**config.mk**
```make
export PLATFORM = sky130hd
export DESIGN_NAME = fault_recovery_ctrl
export DESIGN_NICKNAME = d
export VERILOG_FILES = /design/src/rtl/frb_pkg.sv /design/src/rtl/frb_profile_map.sv /design/src/rtl/frb_backoff_calc.sv /design/src/rtl/frb_evidence_reg.sv /design/src/rtl/fault_recovery_ctrl.sv
export SDC_FILE = /design/constraint.sdc
export NUM_CORES = 1
export LEC_CHECK = 0
export BUFFER_PORTS_ARGS = -buffer_cell sky130_fd_sc_hd__buf_2
export CAP_MARGIN = 5
export CORE_MARGIN = 1
export CORE_UTILIZATION = 30
export CTS_CLUSTER_DIAMETER = 100
export DETAILED_ROUTE_END_ITERATION = 6
export GPL_TIMING_DRIVEN = 0
export PLACE_DENSITY_LB_ADDON = 0.2
export SYNTH_ARGS = -nofsm -noshare
export SYNTH_HDL_FRONTEND = slang
export SYNTH_SLANG_ARGS = --single-unit
export TNS_END_PERCENT = 30
```
**constraint.sdc**
```tcl
create_clock -name clk -period 2.35 [get_ports clk]
set_clock_uncertainty 0.1 [all_clocks]
set_input_delay 0.235 -clock clk [delete_from_list [all_inputs] [get_ports clk]]
set_output_delay 0.235 -clock clk [all_outputs]
set_load 0.005 [all_outputs]
```
**src/rtl/frb_pkg.sv**
```systemverilog
package frb_pkg;
  typedef enum logic [1:0] {
    ST_RUN   = 2'd0,
    ST_WAIT  = 2'd1,
    ST_COOL  = 2'd2,
    ST_LATCH = 2'd3
  } pstate_e;

  typedef enum logic [1:0] {
    MD_RETRY = 2'd0,
    MD_LATCH = 2'd1,
    MD_COOL  = 2'd2
  } rmode_e;

  localparam logic [2:0] FID_SHORT = 3'd1;
  localparam logic [2:0] FID_OVERI = 3'd2;
  localparam logic [2:0] FID_OVERP = 3'd3;
  localparam logic [2:0] FID_OTEMP = 3'd4;
  localparam logic [2:0] FID_UVOLT = 3'd5;
  localparam logic [2:0] FID_DETAN = 3'd6;
endpackage

```
**src/rtl/frb_profile_map.sv**
```systemverilog
module frb_profile_map
  import frb_pkg::*;
(
  input  logic [2:0] fid,
  output rmode_e     mode
);
  // per-class default recovery profile; unknown codes fail safe to latch
  always_comb begin
    case (fid)
      FID_SHORT: mode = MD_LATCH;
      FID_OVERI: mode = MD_RETRY;
      FID_OVERP: mode = MD_RETRY;
      FID_OTEMP: mode = MD_COOL;
      FID_UVOLT: mode = MD_RETRY;
      FID_DETAN: mode = MD_RETRY;
      default:   mode = MD_LATCH;
    endcase
  end
endmodule

```
**src/rtl/frb_backoff_calc.sv**
```systemverilog
module frb_backoff_calc #(
  parameter int STAGE_W    = 3,
  parameter int WAIT_W     = 3,
  parameter int BASE_TICKS = 1,
  parameter int MAX_WAIT   = 6,
  parameter bit EXP_MODE   = 1'b1
) (
  input  logic [STAGE_W-1:0] stage,
  output logic [WAIT_W-1:0]  wait_ticks
);
  logic [31:0] raw;

  generate
    if (EXP_MODE) begin : g_exp
      // doubling from the base
      always_comb raw = 32'(BASE_TICKS) << stage;
    end else begin : g_step
      // linear steps of the base
      always_comb raw = 32'(BASE_TICKS) * (32'(stage) + 32'd1);
    end
  endgenerate

  // saturate instead of wrapping
  always_comb begin
    if (raw > 32'(MAX_WAIT)) wait_ticks = WAIT_W'(MAX_WAIT);
    else                     wait_ticks = raw[WAIT_W-1:0];
  end
endmodule

```
**src/rtl/frb_evidence_reg.sv**
```systemverilog
module frb_evidence_reg #(
  parameter int TS_W    = 16,
  parameter int RETRY_W = 3
) (
  input  logic               clk,
  input  logic               rst_n,
  input  logic               load,
  input  logic [TS_W-1:0]    in_time,
  input  logic [2:0]         in_fault,
  input  logic [1:0]         in_state,
  input  logic [RETRY_W-1:0] in_retries,
  input  logic [RETRY_W-1:0] in_stage,
  input  logic [1:0]         in_mode,
  input  logic               ready,
  output logic               valid,
  output logic [TS_W-1:0]    out_time,
  output logic [2:0]         out_fault,
  output logic [1:0]         out_state,
  output logic [RETRY_W-1:0] out_retries,
  output logic [RETRY_W-1:0] out_stage,
  output logic [1:0]         out_mode
);
  always_ff @(posedge clk) begin
    if (!rst_n) begin
      valid       <= 1'b0;
      out_time    <= '0;
      out_fault   <= '0;
      out_state   <= '0;
      out_retries <= '0;
      out_stage   <= '0;
      out_mode    <= '0;
    end else if (load) begin
      // newest event wins over a pending record
      valid       <= 1'b1;
      out_time    <= in_time;
      out_fault   <= in_fault;
      out_state   <= in_state;
      out_retries <= in_retries;
      out_stage   <= in_stage;
      out_mode    <= in_mode;
    end else if (valid && ready) begin
      valid <= 1'b0;
    end
  end

  assert_hold_record_R9: assert property (@(posedge clk) disable iff (!rst_n)
    (valid && !ready && !load) |=> (valid && $stable(out_time) && $stable(out_fault)
      && $stable(out_retries) && $stable(out_mode) && $stable(out_stage)));

  assert_load_sets_valid_R9: assert property (@(posedge clk) disable iff (!rst_n)
    load |=> valid);
endmodule

```
**src/rtl/fault_recovery_ctrl.sv**
```systemverilog
module fault_recovery_ctrl
  import frb_pkg::*;
#(
  parameter int RETRY_MAX  = 4,
  parameter int BASE_TICKS = 1,
  parameter int MAX_WAIT   = 6,
  parameter bit EXP_MODE   = 1'b1,
  parameter int HOLD_TICKS = 20,
  parameter int TEMP_W     = 8,
  parameter int TS_W       = 16,
  localparam int RETRY_W   = $clog2(RETRY_MAX + 1),
  localparam int WAIT_W    = $clog2(MAX_WAIT + 1),
  localparam int HOLD_W    = $clog2(HOLD_TICKS + 1)
) (
  input  logic               clk,
  input  logic               rst_n,
  input  logic               tick,
  input  logic               fault_valid,
  input  logic [2:0]         fault_id,
  input  logic [TEMP_W-1:0]  temp,
  input  logic [TEMP_W-1:0]  cool_limit,
  input  logic               host_clear,
  output logic               restart_ok,
  output logic               ev_valid,
  input  logic               ev_ready,
  output logic [TS_W-1:0]    ev_time,
  output logic [2:0]         ev_fault,
  output logic [1:0]         ev_state,
  output logic [RETRY_W-1:0] ev_retries,
  output logic [RETRY_W-1:0] ev_stage,
  output logic [1:0]         ev_mode
);
  pstate_e            state_q, state_d;
  logic [RETRY_W-1:0] retry_q, retry_d;
  logic [WAIT_W-1:0]  wait_q, wait_d;
  logic [HOLD_W-1:0]  hold_q, hold_d;
  logic [TS_W-1:0]    ts_q;
  rmode_e             map_mode, rec_mode;
  logic [RETRY_W-1:0] rec_stage;
  logic [WAIT_W-1:0]  calc_wait;

  frb_profile_map u_map (
    .fid  (fault_id),
    .mode (map_mode)
  );

  frb_backoff_calc #(
    .STAGE_W    (RETRY_W),
    .WAIT_W     (WAIT_W),
    .BASE_TICKS (BASE_TICKS),
    .MAX_WAIT   (MAX_WAIT),
    .EXP_MODE   (EXP_MODE)
  ) u_backoff (
    .stage      (retry_q),
    .wait_ticks (calc_wait)
  );

  always_comb begin
    state_d   = state_q;
    retry_d   = retry_q;
    wait_d    = wait_q;
    hold_d    = hold_q;
    rec_mode  = MD_RETRY;
    rec_stage = '0;
    if (fault_valid) begin
      hold_d = '0;
      if (state_q == ST_LATCH) begin
        rec_mode = MD_LATCH;
      end else if (map_mode == MD_LATCH) begin
        state_d  = ST_LATCH;
        rec_mode = MD_LATCH;
      end else if (map_mode == MD_COOL) begin
        state_d  = ST_COOL;
        rec_mode = MD_COOL;
      end else if (state_q == ST_COOL) begin
        rec_mode = MD_COOL;
      end else if (retry_q == RETRY_W'(RETRY_MAX)) begin
        state_d  = ST_LATCH;           // escalation after cap
        rec_mode = MD_LATCH;
      end else begin
        retry_d   = retry_q + 1'b1;
        rec_stage = retry_q;
        wait_d    = calc_wait;
        state_d   = ST_WAIT;
      end
    end else begin
      case (state_q)
        ST_RUN: if (tick) begin
          if (hold_q == HOLD_W'(HOLD_TICKS - 1)) begin
            retry_d = '0;
            hold_d  = '0;
          end else begin
            hold_d = hold_q + 1'b1;
          end
        end
        ST_WAIT: if (tick) begin
          if (wait_q <= WAIT_W'(1)) begin
            state_d = ST_RUN;
            hold_d  = '0;
          end else begin
            wait_d = wait_q - 1'b1;
          end
        end
        ST_COOL: if (temp < cool_limit) begin
          state_d = ST_RUN;
          hold_d  = '0;
        end
        ST_LATCH: if (host_clear) begin
          state_d = ST_RUN;
          retry_d = '0;
          hold_d  = '0;
        end
        default: state_d = ST_LATCH;
      endcase
    end
  end

  always_ff @(posedge clk) begin
    if (!rst_n) begin
      state_q <= ST_RUN;
      retry_q <= '0;
      wait_q  <= '0;
      hold_q  <= '0;
      ts_q    <= '0;
    end else begin
      state_q <= state_d;
      retry_q <= retry_d;
      wait_q  <= wait_d;
      hold_q  <= hold_d;
      if (tick) ts_q <= ts_q + 1'b1;
    end
  end

  assign restart_ok = (state_q == ST_RUN);

  frb_evidence_reg #(
    .TS_W    (TS_W),
    .RETRY_W (RETRY_W)
  ) u_evid (
    .clk         (clk),
    .rst_n       (rst_n),
    .load        (fault_valid),
    .in_time     (ts_q),
    .in_fault    (fault_id),
    .in_state    (state_q),
    .in_retries  (retry_d),
    .in_stage    (rec_stage),
    .in_mode     (rec_mode),
    .ready       (ev_ready),
    .valid       (ev_valid),
    .out_time    (ev_time),
    .out_fault   (ev_fault),
    .out_state   (ev_state),
    .out_retries (ev_retries),
    .out_stage   (ev_stage),
    .out_mode    (ev_mode)
  );

  assert_drop_on_fault_R2: assert property (@(posedge clk) disable iff (!rst_n)
    fault_valid |=> !restart_ok);

  assert_retry_cap_R4: assert property (@(posedge clk) disable iff (!rst_n)
    retry_q <= RETRY_W'(RETRY_MAX));

  assert_wait_bound_R3: assert property (@(posedge clk) disable iff (!rst_n)
    (state_q == ST_WAIT) |-> (wait_q >= WAIT_W'(1) && wait_q <= WAIT_W'(MAX_WAIT)));

  assert_latch_hold_R5: assert property (@(posedge clk) disable iff (!rst_n)
    (state_q == ST_LATCH && !host_clear) |=> (state_q == ST_LATCH));

  assert_cool_gate_R6: assert property (@(posedge clk) disable iff (!rst_n)
    (state_q == ST_COOL && temp >= cool_limit) |=> !restart_ok);

  assert_clear_ignored_R10: assert property (@(posedge clk) disable iff (!rst_n)
    (state_q == ST_WAIT && !tick && !fault_valid) |=> (state_q == ST_WAIT));
endmodule

```
==> results of run 1 <==
==> final timing paths <==
path                                            end  slack, ns                 from  cells past startpoint
worst max-delay path                      hold_q[2]       0.21           state_q[0]                      7
worst min-delay path                   u_evid.valid       0.07             ev_ready                      3
worst max register to register            hold_q[2]       0.21           state_q[0]                      7
worst min register to register  u_evid.out_stage[2]       0.36  u_evid.out_stage[2]                      2
==> worst max-delay path, stage by stage (launching register included) <==
cell and delay (ns):
dfxtp_1 0.42, inv_1 0.09, ha_1 0.24, inv_1 0.11, nor2_1 0.07, a211o_1 0.36
or4_1 0.55, a21oi_1 0.12
==> sequential cells by signal, summed over array words and instances, names as in the netlist, 2 cells and up <==
signal              cells
ts_q                   16
u_evid.out_time        16
hold_q                  5
retry_q                 3
u_evid.out_fault        3
u_evid.out_retries      3
u_evid.out_stage        3
wait_q                  3
state_q                 2
u_evid.out_mode         2
u_evid.out_state        2
==> synthesized netlist by cell type (3+ instances only) <==
cell type | instances | share of area, %
o21a_1 | 3 | 0.78
o21ai_0 | 17 | 2.9
nor3_1 | 8 | 1.4
a211oi_1 | 4 | 1.0
mux2i_1 | 25 | 8.7
ha_1 | 21 | 9.1
a21oi_1 | 12 | 2.1
xnor2_1 | 5 | 1.5
xor2_1 | 8 | 2.4
nand2_1 | 19 | 2.5
nand4_1 | 5 | 1.1
nand2b_1 | 3 | 0.65
nand3_1 | 9 | 1.6
dfxtp_1 | 59 | 41
o2111ai_1 | 3 | 0.91
nor2_1 | 49 | 6.4
a21o_1 | 3 | 0.78
inv_1 | 19 | 2.5
and3_1 | 4 | 0.87
clkbuf_1 | 8 | 1.0
==> cell type report <==
cell class	count	area, µm²	share of cell area (%)
inverter	20	75.07	2.134
timing repair buffer	52	260.3	7.400
clock inverter	5	61.31	1.743
buffer	11	48.80	1.387
tap	129	161.4	4.589
multi-input combinational	235	1588	45.14
sequential	59	1181	33.58
clock buffer	11	141.4	4.020
==> report_power, final <==
group	internal (mW)	leakage, nW	switching (mW)
Sequential	1.03	0.479	0.0251
Clock	0.522	0.0922	0.437
Combinational	0.116	0.980	0.165
==> kinds of logic (layout without fill, tap and decap cells) <==
logic type | Yosys count | in the layout | synth area share [%]
and+or+nand+nor | 112 | 112 | 18.13
buffers and inverters | 31 | 99 | 4.293
xor gates and xnor gates | 13 | 13 | 3.946
DFF | 59 | 59 | 40.94
adders and majority gates | 21 | 21 | 9.107
muxes | 25 | 25 | 8.673
AOI/OAI and AO/OA | 64 | 64 | 14.92
==> routing by layer <==
metal / vias up / part of all wire, % / track usage [%]
li1: 1278 / - / -
met1: 1133 / 48 / 18.51
met2: 62 / 45 / 23.02
met3: 9 / 5.6 / 4.596
met4: 0 / 1.2 / 5.017
met5: - / 0 / 0
==> impl_metrics.toml, run 1 <==
[status]
outcome = "completed"

[grt]
grt_first_pass_wirelength_um = 11180
grt.overflow.total = 0
grt_max_degree = 12
grt_util_all_layers_pct = 14.47
antenna_found_initial = 0
grt_pass1_vias = 2318

[route]
avgRoutedWirePerCell_um = 13.01
via_count = 2482
dr.first_iter.drc_count = 137
dr.pass1.iters = 4
drc_errors = 0
avgViaCountPerCell = 4.755
drt-total-wl_um = 6789
drtAntennaViolNets = 0

[worst_setup_path]
critPathMaxFanout = 7
worstSetupPathType = "reg -> reg"
arrival_ns = 2.31
cp-end-kind = "register"
worstPathRequired_ns = 2.52
start_kind = "register"

[placement]
numPortBuffers = 52
pre_cts_slack_ns = 0.05485
dpl-instance-area_um2 = 3307
dp_cells = 506
dpl.hpwl_um = 4976
routabilityCongestion = 0.7910

[floorplanning]
fp.dieArea_um2 = 10010
core_region_area_um2 = 9284
die_x_um = 100.1
die_y_um = 100.1
start_util_pct = 31.08
ios = 56
num_rows = 35

[timing]
tns_ns = 0
finalHoldViolCount = 0
setup_viol = 0
final.min_clock_period_ns = 2.136
period_share_pct = 90.89
whs_ns = 0.06685
timing.final.ws_setup_ns = 0.2140
slew_headroom_pct = 50.58
rsz0062_at_grt = "false"
slew_violations = 0
tightest_slew_ns = 0.7413
max_freq_mhz = 468.2

[finish]
final_cell_count_no_fill = 522
fillers = 997
area_delta_synth_final_pct = 21.90
antenna_cells = 0
utilization_pct = 37.88
layout-drive-gt1-share_pct = 18.32
nets = 434
final_common_cell = "dfxtp_1"
final_cell_area_um2 = 3517
mostFrequentLayoutCells = "dfxtp_1, buf_2, nor2_1"

[clock_tree]
h-tree-depth = 3
clock_path_buffers = 2
holdBufCountCts = 0
cts_tree = "yes"
cts.sinks = 59
clk_pin_slew_ns = 0.07
cts_buffers = 9
postCtsSetupRepairBufs = 0
ctsResizeCount = 0
clk_latency_ns = 0.34
clock-root-buffer = "clkbuf_8"

[synthesis]
synth_async_sr_flop_share_pct = 0
synth_area_um2 = 2885
syn_area_per_cell_um2 = 8.878
ys_types = 48
yosys_warnings = 0
ys.flop_type = "dfxtp_1"
synth_edf_count = 0
synth.ff_latch_count = 59
syn-instance-count = 325
ys_seq_area_share_pct = 40.94
syn_nets = 371

[power_and_ir_drop]
power_mw = 2.294
ir_drop_mv = 0.3728
power_density_nw_per_um2 = 652.2
leakagePower_nw = 1.551

[min_path]
min_path_type = "in -> reg"

[flow_run]
max_cap_viol_count = 0
Note: power is estimated with default switching activity, not from simulation.
==> inputs of run 2 (changes only) <==
==> constraint.sdc (replaced) <==
create_clock -name clk -period 1.9 [get_ports clk]
set_clock_uncertainty 0.1 [all_clocks]
set_input_delay 0.19 -clock clk [delete_from_list [all_inputs] [get_ports clk]]
set_output_delay 0.19 -clock clk [all_outputs]
set_load 0.005 [all_outputs]
==> run 2 against run 1 <==
Compared with the run above: the flow now finishes with violations (setup timing); sequential power rose by 24%; die area unchanged; setup slack worse by 0.26 ns; sequential share of layout area down 0.84 points; total power grew 25%; combinational power is 43% higher; non-clock buffer count grew 5; cell area increased by 3.8%.
==> impl_metrics.toml, run 2 (synthesis results as in run 1) <==
[placement]
dp_cells = 506
routabilityCongestion = 0.7677
numPortBuffers = 52
dpl-instance-area_um2 = 3321
pre_cts_slack_ns = -0.2343
dpl.hpwl_um = 5016

[route]
drtAntennaViolNets = 0
drc_errors = 0
dr.pass1.iters = 4
avgViaCountPerCell = 4.787
dr.first_iter.drc_count = 125
avgRoutedWirePerCell_um = 13.28
via_count = 2518
drt-total-wl_um = 6983

[timing]
final.min_clock_period_ns = 1.942
setup_viol = 3
rsz0062_at_grt = "true"
timing.final.ws_setup_ns = -0.04231
slew_headroom_pct = 49.56
tightest_slew_ns = 0.7538
finalHoldViolCount = 0
period_share_pct = 102.2
slew_violations = 0
max_freq_mhz = 514.9

[floorplanning]
core_region_area_um2 = 9284
fp.dieArea_um2 = 10010
die_x_um = 100.1
ios = 56
die_y_um = 100.1
start_util_pct = 31.08
num_rows = 35

[power_and_ir_drop]
p_sw_mw = 0.7508
power_frac_seq_pct = 45.5
ir_drop_mv = 0.3875
leakagePower_nw = 1.593
power_density_nw_per_um2 = 786.2
p_clk_share_pct = 40.5
switching_share_pct = 26.17
comb_power_share_pct = 14.0
p_int_mw = 2.119

[finish]
antenna_cells = 0
mostFrequentLayoutCells = "dfxtp_1, buf_2, nor2_1"
final_cell_count_no_fill = 526
nets = 439
reg_top3 = "ts_q x16, u_evid.out_time x16, hold_q x5"
utilization_pct = 39.31
area_delta_synth_final_pct = 26.50
final_cell_area_um2 = 3650
layout-drive-gt1-share_pct = 24.43

[grt]
antenna_found_initial = 0
grt_pass1_vias = 2442
grt_util_all_layers_pct = 14.91
met2_usage_pct = 24.72
use_met1_pct = 18.75
grt_max_degree = 11
grt.overflow.total = 0
use_met3_pct = 4.039
grt_first_pass_wirelength_um = 11580
busiest_layer = "met2"

[worst_setup_path]
r2r_cells = 7
timing.rr.start = "state_q[1]"
cp-end-kind = "register"
cpMaxStageDelayCell = "o311a_2"
crit_path_cell_trace = "inv_1 > ha_4 > inv_2 > nor2_1 > a211o_4 > o311a_2 > a31o_2"
endpoint = "hold_q[3]"
r2r-end = "hold_q[3]"
worstSetupStartpoint = "state_q[1]"
critPathMaxFanout = 6
start_kind = "register"
cpPeakStageDelay_ns = 0.40
worstPathRequired_ns = 2.03
critical_path.top_delay_family = "compound AO/OA/AOI/OAI gates"
worstSetupPathType = "reg -> reg"
arrival_ns = 2.07
critical_path_cell_count = 7
reg2reg_slack_ns = -0.04
cp.buffers_inverters = 2

[clock_tree]
cts_tree = "yes"
clk_latency_ns = 0.34
clock-root-buffer = "clkbuf_8"
cts_buffers = 9
cts.sinks = 59
h-tree-depth = 3
clock_path_buffers = 2
clk_pin_slew_ns = 0.07

[min_path]
min_path_type = "in -> reg"

[status]
violations = "setup timing"
outcome = "finished, violations left"

[flow_run]
max_cap_viol_count = 0
-- run 2: changes by cell type in the layout (fill, tap and decap cells not counted), sizes merged --
cell and change:
buf +4, clkinv +1, clkinvlp -1, dlygate4sd3 +1, inv -1
-- run 2: layout make-up --
cell class,instances,area [µm²]
plain buffers,11,48.80
clock buffers,11,151.4
clock inverters,4,50.05
fillers,977,5634
inverters,20,75.07
multi-input cells,235,1668
flip-flops and latches,59,1195
well taps,129,161.4
repair buffers,57,300.3
-- run 2: power groups by stage --
stage	clock, mW	sequential (mW)	combinational [mW]
2_1_floorplan	0	1.33	0.237
4_1_cts	1.21	1.30	0.387
3_5_place_dp	0	1.33	0.352
3_3_place_gp	0	1.33	0.348
6_report	1.16	1.30	0.402
5_1_grt	1.26	1.31	0.454
-- run 2: timing repair --
action | CTS | global route
gates resized for setup | 15 | 11
endpoints found under the hold margin | 1 | 0
hold buffers | 1 | 0
cloned | 0 | 0
endpoints found under the setup margin | 11 | 14
pin swaps | 5 | 5
buffers inserted | 3 | 1
-- run 2: metrics by stage --
| step | hold WS, ns | setup TNS, ns | total power, mW |
|---|---|---|---|
| final | 0.05695 | -0.08615 | 2.869 |
| after global routing | 0.06701 | -0.6935 | 3.021 |
| after CTS | 0.04454 | -0.00005129 | 2.904 |
| after detailed placement | 0.3511 | -1.640 | 1.684 |
| after global placement | 0.3476 | -1.511 | 1.681 |
| after floorplan | 0.2374 | 0 | 1.563 |
-- run 2: worst min-delay path, stage by stage --
cell and delay, ns:
buf_6 0.12, xnor2_1 0.07, nor2_1 0.07
-- run 2: worst min-delay path by stage --
stage                        start                  end  depth (start not counted)
3_3_place_gp   u_evid.out_stage[2]  u_evid.out_stage[2]                          2
5_1_grt                       tick              ts_q[0]                          3
6_report                      tick              ts_q[0]                          3
2_1_floorplan          fault_id[0]  u_evid.out_fault[0]                          2
3_5_place_dp   u_evid.out_stage[2]  u_evid.out_stage[2]                          2
4_1_cts                       tick              ts_q[0]                          3
-- run 2: metal layers --
metal,wire length [µm],vias up
li1,-,1280
met1,3407,1169
met2,3191,62
met3,313,7
met4,70,0
met5,0,-
